## config.mk

```make
export PLATFORM = sky130hd
export DESIGN_NAME = presettable_counter
export DESIGN_NICKNAME = d
export VERILOG_FILES = /design/src/rtl/cnt_pkg.sv /design/src/rtl/cnt_action_dec.sv /design/src/rtl/cnt_step.sv /design/src/rtl/cnt_term.sv /design/src/rtl/presettable_counter.sv
export SDC_FILE = /design/constraint.sdc
export NUM_CORES = 1
export LEC_CHECK = 0
export CAP_MARGIN = 10
export CORE_AREA = 2 2 39 41
export CTS_CLUSTER_DIAMETER = 60
export CTS_CLUSTER_SIZE = 40
export DETAILED_ROUTE_END_ITERATION = 7
export DIE_AREA = 0 0 41 43
export HOLD_SLACK_MARGIN = 0.05
export PLACE_DENSITY = 0.52
export SLEW_MARGIN = 20
export SYNTH_ARGS = -nofsm -noshare
export SYNTH_HDL_FRONTEND = slang
export SYNTH_SLANG_ARGS = --single-unit
```

## constraint.sdc

```tcl
create_clock -name clk -period 1.7 [get_ports clk]
set_input_delay 0.34 -clock clk [delete_from_list [all_inputs] [get_ports clk]]
set_output_delay 0.34 -clock clk [all_outputs]
set_load 0.02 [all_outputs]
```

## src/rtl/cnt_pkg.sv

```systemverilog
package cnt_pkg;
    typedef enum logic [1:0] {
        ACT_HOLD  = 2'd0,
        ACT_COUNT = 2'd1,
        ACT_LOAD  = 2'd2,
        ACT_CLEAR = 2'd3
    } cnt_act_e;
endpackage

```

## src/rtl/cnt_action_dec.sv

```systemverilog
module cnt_action_dec
    import cnt_pkg::*;
#(
    parameter bit SYNC_CLR = 1'b1
) (
    input  logic     clr_n,
    input  logic     load_n,
    input  logic     en_a,
    input  logic     en_b,
    output cnt_act_e act
);
    logic clr_hit;

    assign clr_hit = SYNC_CLR && !clr_n;

    // Priority: clear, then load, then count, then hold
    always_comb begin
        act = ACT_HOLD;
        unique casez ({clr_hit, ~load_n, en_a & en_b})
            3'b1??:  act = ACT_CLEAR;
            3'b01?:  act = ACT_LOAD;
            3'b001:  act = ACT_COUNT;
            3'b000:  act = ACT_HOLD;
            default: act = ACT_HOLD;
        endcase
    end
endmodule

```

## src/rtl/cnt_step.sv

```systemverilog
module cnt_step #(
    parameter int WIDTH = 4,
    parameter int MAXV  = 15
) (
    input  logic [WIDTH-1:0] q,
    output logic [WIDTH-1:0] q_inc
);
    localparam logic [WIDTH-1:0] MAXQ = WIDTH'(MAXV);

    // Fold to zero at the top count and from any value above it
    always_comb begin
        if (q >= MAXQ) q_inc = '0;
        else           q_inc = q + 1'b1;
    end
endmodule

```

## src/rtl/cnt_term.sv

```systemverilog
module cnt_term #(
    parameter int WIDTH = 4,
    parameter int MAXV  = 15
) (
    input  logic [WIDTH-1:0] q,
    input  logic             en_b,
    output logic             tc
);
    localparam logic [WIDTH-1:0] MAXQ = WIDTH'(MAXV);

    assign tc = en_b && (q == MAXQ);
endmodule

```

## src/rtl/presettable_counter.sv

```systemverilog
module presettable_counter
    import cnt_pkg::*;
#(
    parameter int WIDTH     = 4,
    parameter bit ASYNC_CLR = 1'b0,
    parameter bit DECADE    = 1'b0
) (
    input  logic             clk,
    input  logic             clr_n,
    input  logic             load_n,
    input  logic             en_a,
    input  logic             en_b,
    input  logic [WIDTH-1:0] din,
    output logic [WIDTH-1:0] q,
    output logic             tc
);
    localparam int             MAXV = DECADE ? 9 : (2 ** WIDTH) - 1;
    localparam logic [WIDTH-1:0] MAXQ = WIDTH'(MAXV);

    cnt_act_e         act;
    logic [WIDTH-1:0] q_r;
    logic [WIDTH-1:0] q_inc;
    logic [WIDTH-1:0] q_nxt;

    cnt_action_dec #(.SYNC_CLR(!ASYNC_CLR)) u_dec (
        .clr_n  (clr_n),
        .load_n (load_n),
        .en_a   (en_a),
        .en_b   (en_b),
        .act    (act)
    );

    cnt_step #(.WIDTH(WIDTH), .MAXV(MAXV)) u_step (
        .q     (q_r),
        .q_inc (q_inc)
    );

    cnt_term #(.WIDTH(WIDTH), .MAXV(MAXV)) u_term (
        .q    (q_r),
        .en_b (en_b),
        .tc   (tc)
    );

    // Next-value selection per action
    always_comb begin
        q_nxt = q_r;
        unique case (act)
            ACT_CLEAR: q_nxt = '0;
            ACT_LOAD:  q_nxt = din;
            ACT_COUNT: q_nxt = q_inc;
            ACT_HOLD:  q_nxt = q_r;
            default:   q_nxt = q_r;
        endcase
    end

    // Count register: clear style chosen by parameter
    generate
        if (ASYNC_CLR) begin : g_async
            always_ff @(posedge clk or negedge clr_n) begin
                if (!clr_n) q_r <= '0;
                else        q_r <= q_nxt;
            end
        end else begin : g_sync
            always_ff @(posedge clk) begin
                q_r <= q_nxt;
            end
        end
    endgenerate

    assign q = q_r;

    // a clear seen at an edge leaves zero by the following edge
    a_r1_clear_zero: assert property (@(posedge clk)
        !clr_n |=> (q == '0));

    // a preset wins over the enables
    a_r3_load: assert property (@(posedge clk) disable iff (!clr_n)
        !load_n |=> (q == $past(din)));

    // advance by one or fold to zero
    a_r4_count: assert property (@(posedge clk) disable iff (!clr_n)
        (load_n && en_a && en_b) |=>
            (q == (($past(q) >= MAXQ) ? '0 : WIDTH'($past(q) + 1'b1))));

    // hold when an enable is low
    a_r5_hold: assert property (@(posedge clk) disable iff (!clr_n)
        (load_n && !(en_a && en_b)) |=> $stable(q));

    // flag only with tracking enable and top count; single-cycle while counting
    a_r7_tc_cond: assert property (@(posedge clk) disable iff (!clr_n)
        tc |-> (en_b && (q == MAXQ)));
    a_r7_tc_pulse: assert property (@(posedge clk) disable iff (!clr_n)
        (tc && en_a && load_n) |=> !tc);

    // illegal decade values rejoin at zero
    a_r8_illegal_fold: assert property (@(posedge clk) disable iff (!clr_n)
        (DECADE && (q > MAXQ) && load_n && en_a && en_b) |=> (q == '0));
endmodule

```

==> run summary <==
The area used by multi-input combinational logic was 114 µm². The number of flip-flops in the largest register is 4. Cells fill 32.2% of the core in the end. Of all nets on the critical path, the largest fanout is 3. The final layout contains routed wiring with a total length of 581 µm. The filler cells instantiated in the layout total 147. The floorplan step set the die width to 41 µm. The tools report the length of the first detailed-routing pass in iterations as 4. The total overflow left after global routing is 0. Counting along the longest clock path gives a buffer depth of 2. For this design the ratio of total power to cell area is 710 nW/µm². The via count of the routed design is 233, and the count of yosys warnings during synthesis is 0. Setup repair after global routing left no endpoint under its margin. Data on the critical path is required at its endpoint by 1.36 ns. Startpoint kind of the worst setup timing path: a flop. In this design, the stage delay of the slowest critical-path cell is 0.53 ns. Counting every net in the synthesized netlist gives 32.

Across all hold checks on the routed design, the worst slack comes to 0.688 ns. In the global route stage, overall resource usage came out at 8.57%. For this design, the CTS-stage hold fixing added 0 buffers. The die is 43 µm tall.

For the critical path arrival, the log shows 1.29 ns. Across the VDD grid, the largest voltage drop is 0.197 mV. For the post-synthesis instance area, the log shows 238 µm². The buffer and inverter count on the worst path came out at 2. Dividing the detail-routed via count by the number of cells gives 3.95. In this run the worst hold path is classified as reg2reg. At the pin with the least slew margin, the transition time is 0.223 ns. For this run, design rule violations remaining after detail routing come to 0.

The total area inside the core boundary comes to 1380 µm². The number of setup violations in the final report is 0, and the clock transition at the register clock pins on the worst setup and hold paths after CTS is 0.03 ns. The number of antenna violations at the first check in global routing came out at 0. The worst setup path is captured at an output port. Summed over all cells, the static leakage comes to 0.200 nW. Cells with a size suffix above 1 make up 27.9% of the layout. The setup slack of the most critical reg-to-reg path is 0.49 ns.

Post-CTS setup buffer count: 0. In the post-route analysis, the smallest setup slack over all paths is 0.0725 ns. The via count of the first global-routing pass is 267. The number of levels in the clock H-tree is 1. Traced cell by cell, the critical path runs through buf_4 > clkdlybuf4s50_1. TritonCTS built the clock tree. Max-cap violations in this run came to 0. Family of cells with the greatest summed delay on the critical path: buffers and inverters. Number of synthesized register bits: 4. The tools report the weighted congestion reported at the end of routability-driven placement as 0.664. Clock latency on the worst-skew pair, taken at its later pin, is 0.23 ns. The final cycle utilization of the critical path is 95.7%, and the number of CTS-inserted buffers is 3. The logs give 50.5% for the proportion of synthesized chip area in sequential cells and 4 for the first-iteration detailed-routing DRC count.

Entering global routing, the biggest net connects 5 pins. The tools report the remaining max-slew budget at the tightest pin as 85.1%. The detail route stage leaves a number of antenna-violating nets equal to 0.

The clock net in this run drives a total of 4 sinks. Area growth from synthesis to final layout: 87.4%. The flow ran to the end, and the final reports show no timing, DRC or antenna violations. At the placement stage, the worst setup path has a slack of -0.191 ns.

The initial utilization of the core area, before any placement, comes to 17.2%. For the number of hold-slack violations in the final timing report, the log shows 0. The tools report the number of top-level pins as 14. Dividing the detail-routed wire length by the instance count gives 9.85 µm. The floorplan has 14 rows.

The die covers 1760 µm². The fmax was 0.614 GHz. Kind of critical path: reg2out.

The average size of a mapped cell is 10.8 µm², and the number of buffer cells added on primary ports is 13. The synthesized netlist contains 12 unique library cells. The number of standard cells after synthesis came out at 22. The tools report the cell chosen for the clock root as clkbuf_4.

The run gives 0 as the number of pins exceeding their max-slew limit in the final report. For the final-stage net count, the log shows 55. The repair_antennas step left the layout with diodes totalling 0. The clock arrives with 0.00147 ns of skew. Cell type of the slowest stage on the worst timing path: clkdlybuf4s50_1. The register area came out at 120 µm². The first global-routing pass estimated 966 µm of wire. Shortest period the worst path allows: 1.63 ns.
worst register-to-register path: cells and delay by family, from the launching register on:
| family | cells | cell delay (ns) |
|---|---|---|
| AOI/OAI and AO/OA | 1 | 0.19 |
| xor gates and xnor gates | 1 | 0.15 |
| adders and majority gates | 1 | 0.24 |
| DFF | 1 | 0.40 |
routing by layer:
metal  wire (µm)  part of all wire [%]  vias up  GRT usage (%)
met5           0                     0        -              0
li1            -                     -      124              -
met3          66                    11        0           3.14
met4           0                     0        0           6.00
met1         272                    47       95           10.1
met2         243                    42       14           12.2
through the flow:
stage               power [mW]  std cells  cell area, µm²  setup TNS (ns)
finish                   0.316         59             445               0
global route             0.334         59             445               0
CTS                      0.322         59             448               0
detailed placement       0.205         56             425          -0.191
global placement         0.204         56             425          -0.196
floorplan                0.154         22             238               0
logic make-up (layout without fill, tap and decap cells):
logic type	count (synthesis)	after routing	synth area share, %
AND/OR/NAND/NOR	10	10	23.7
flip-flops	4	4	50.5
buffers and inverters	1	22	1.58
adder cells (fa/ha/maj)	1	1	5.26
XOR/XNOR	2	2	7.37
AO/OA/AOI/OAI	4	4	11.6
placed cells by master, fill, tap and decap left out, types with 2 or more instances in the layout:
cell type         n
o21ai_1           2
nand2_1           3
edfxtp_1          4
nand3_1           3
clkdlybuf4s50_1  11
a22o_1            2
buf_4             5
xor2_1            2
clkbuf_4          3
worst paths after layout:
check	depth (start not counted)	startpoint	end
setup / recovery	2	q[2]$_DFFE_PP_	q[2]
hold reg to reg	2	q[3]$_DFFE_PP_	q[3]$_DFFE_PP_
setup reg to reg	3	q[0]$_DFFE_PP_	q[2]$_DFFE_PP_
hold / removal	2	q[3]$_DFFE_PP_	q[3]$_DFFE_PP_
cell type report:
type / count / share of cell area, %
well taps: 16 / 4.49
repair buffers: 18 / 37.1
clock buffers: 3 / 5.06
multi-input cells: 17 / 25.6
flip-flops and latches: 4 / 27.0
inverters: 1 / 0.843
power breakdown:
part           switching (mW)  internal, mW
logic                  0.0319        0.0466
registers             0.00512         0.119
clock network          0.0349        0.0787
synth_stat cells:
library cell | count | area, µm²
nand3_1 | 3 | 15.0
nor2_1 | 1 | 3.75
and4_4 | 1 | 11.3
o21ai_1 | 2 | 10.0
ha_1 | 1 | 12.5
nand2_2 | 1 | 6.26
a22o_1 | 2 | 17.5
nor2b_2 | 1 | 8.76
xor2_1 | 2 | 17.5
nand2_1 | 3 | 11.3
edfxtp_1 | 4 | 120
inv_1 | 1 | 3.75
timing repair:
| action | in CTS | in global routing |
|---|---|---|
| pin swaps | 0 | 0 |
| setup endpoints to repair | 1 | 2 |
| hold endpoints to repair | 0 | 0 |
| gates resized for setup | 2 | 2 |
(Power assumes the default switching activity.)
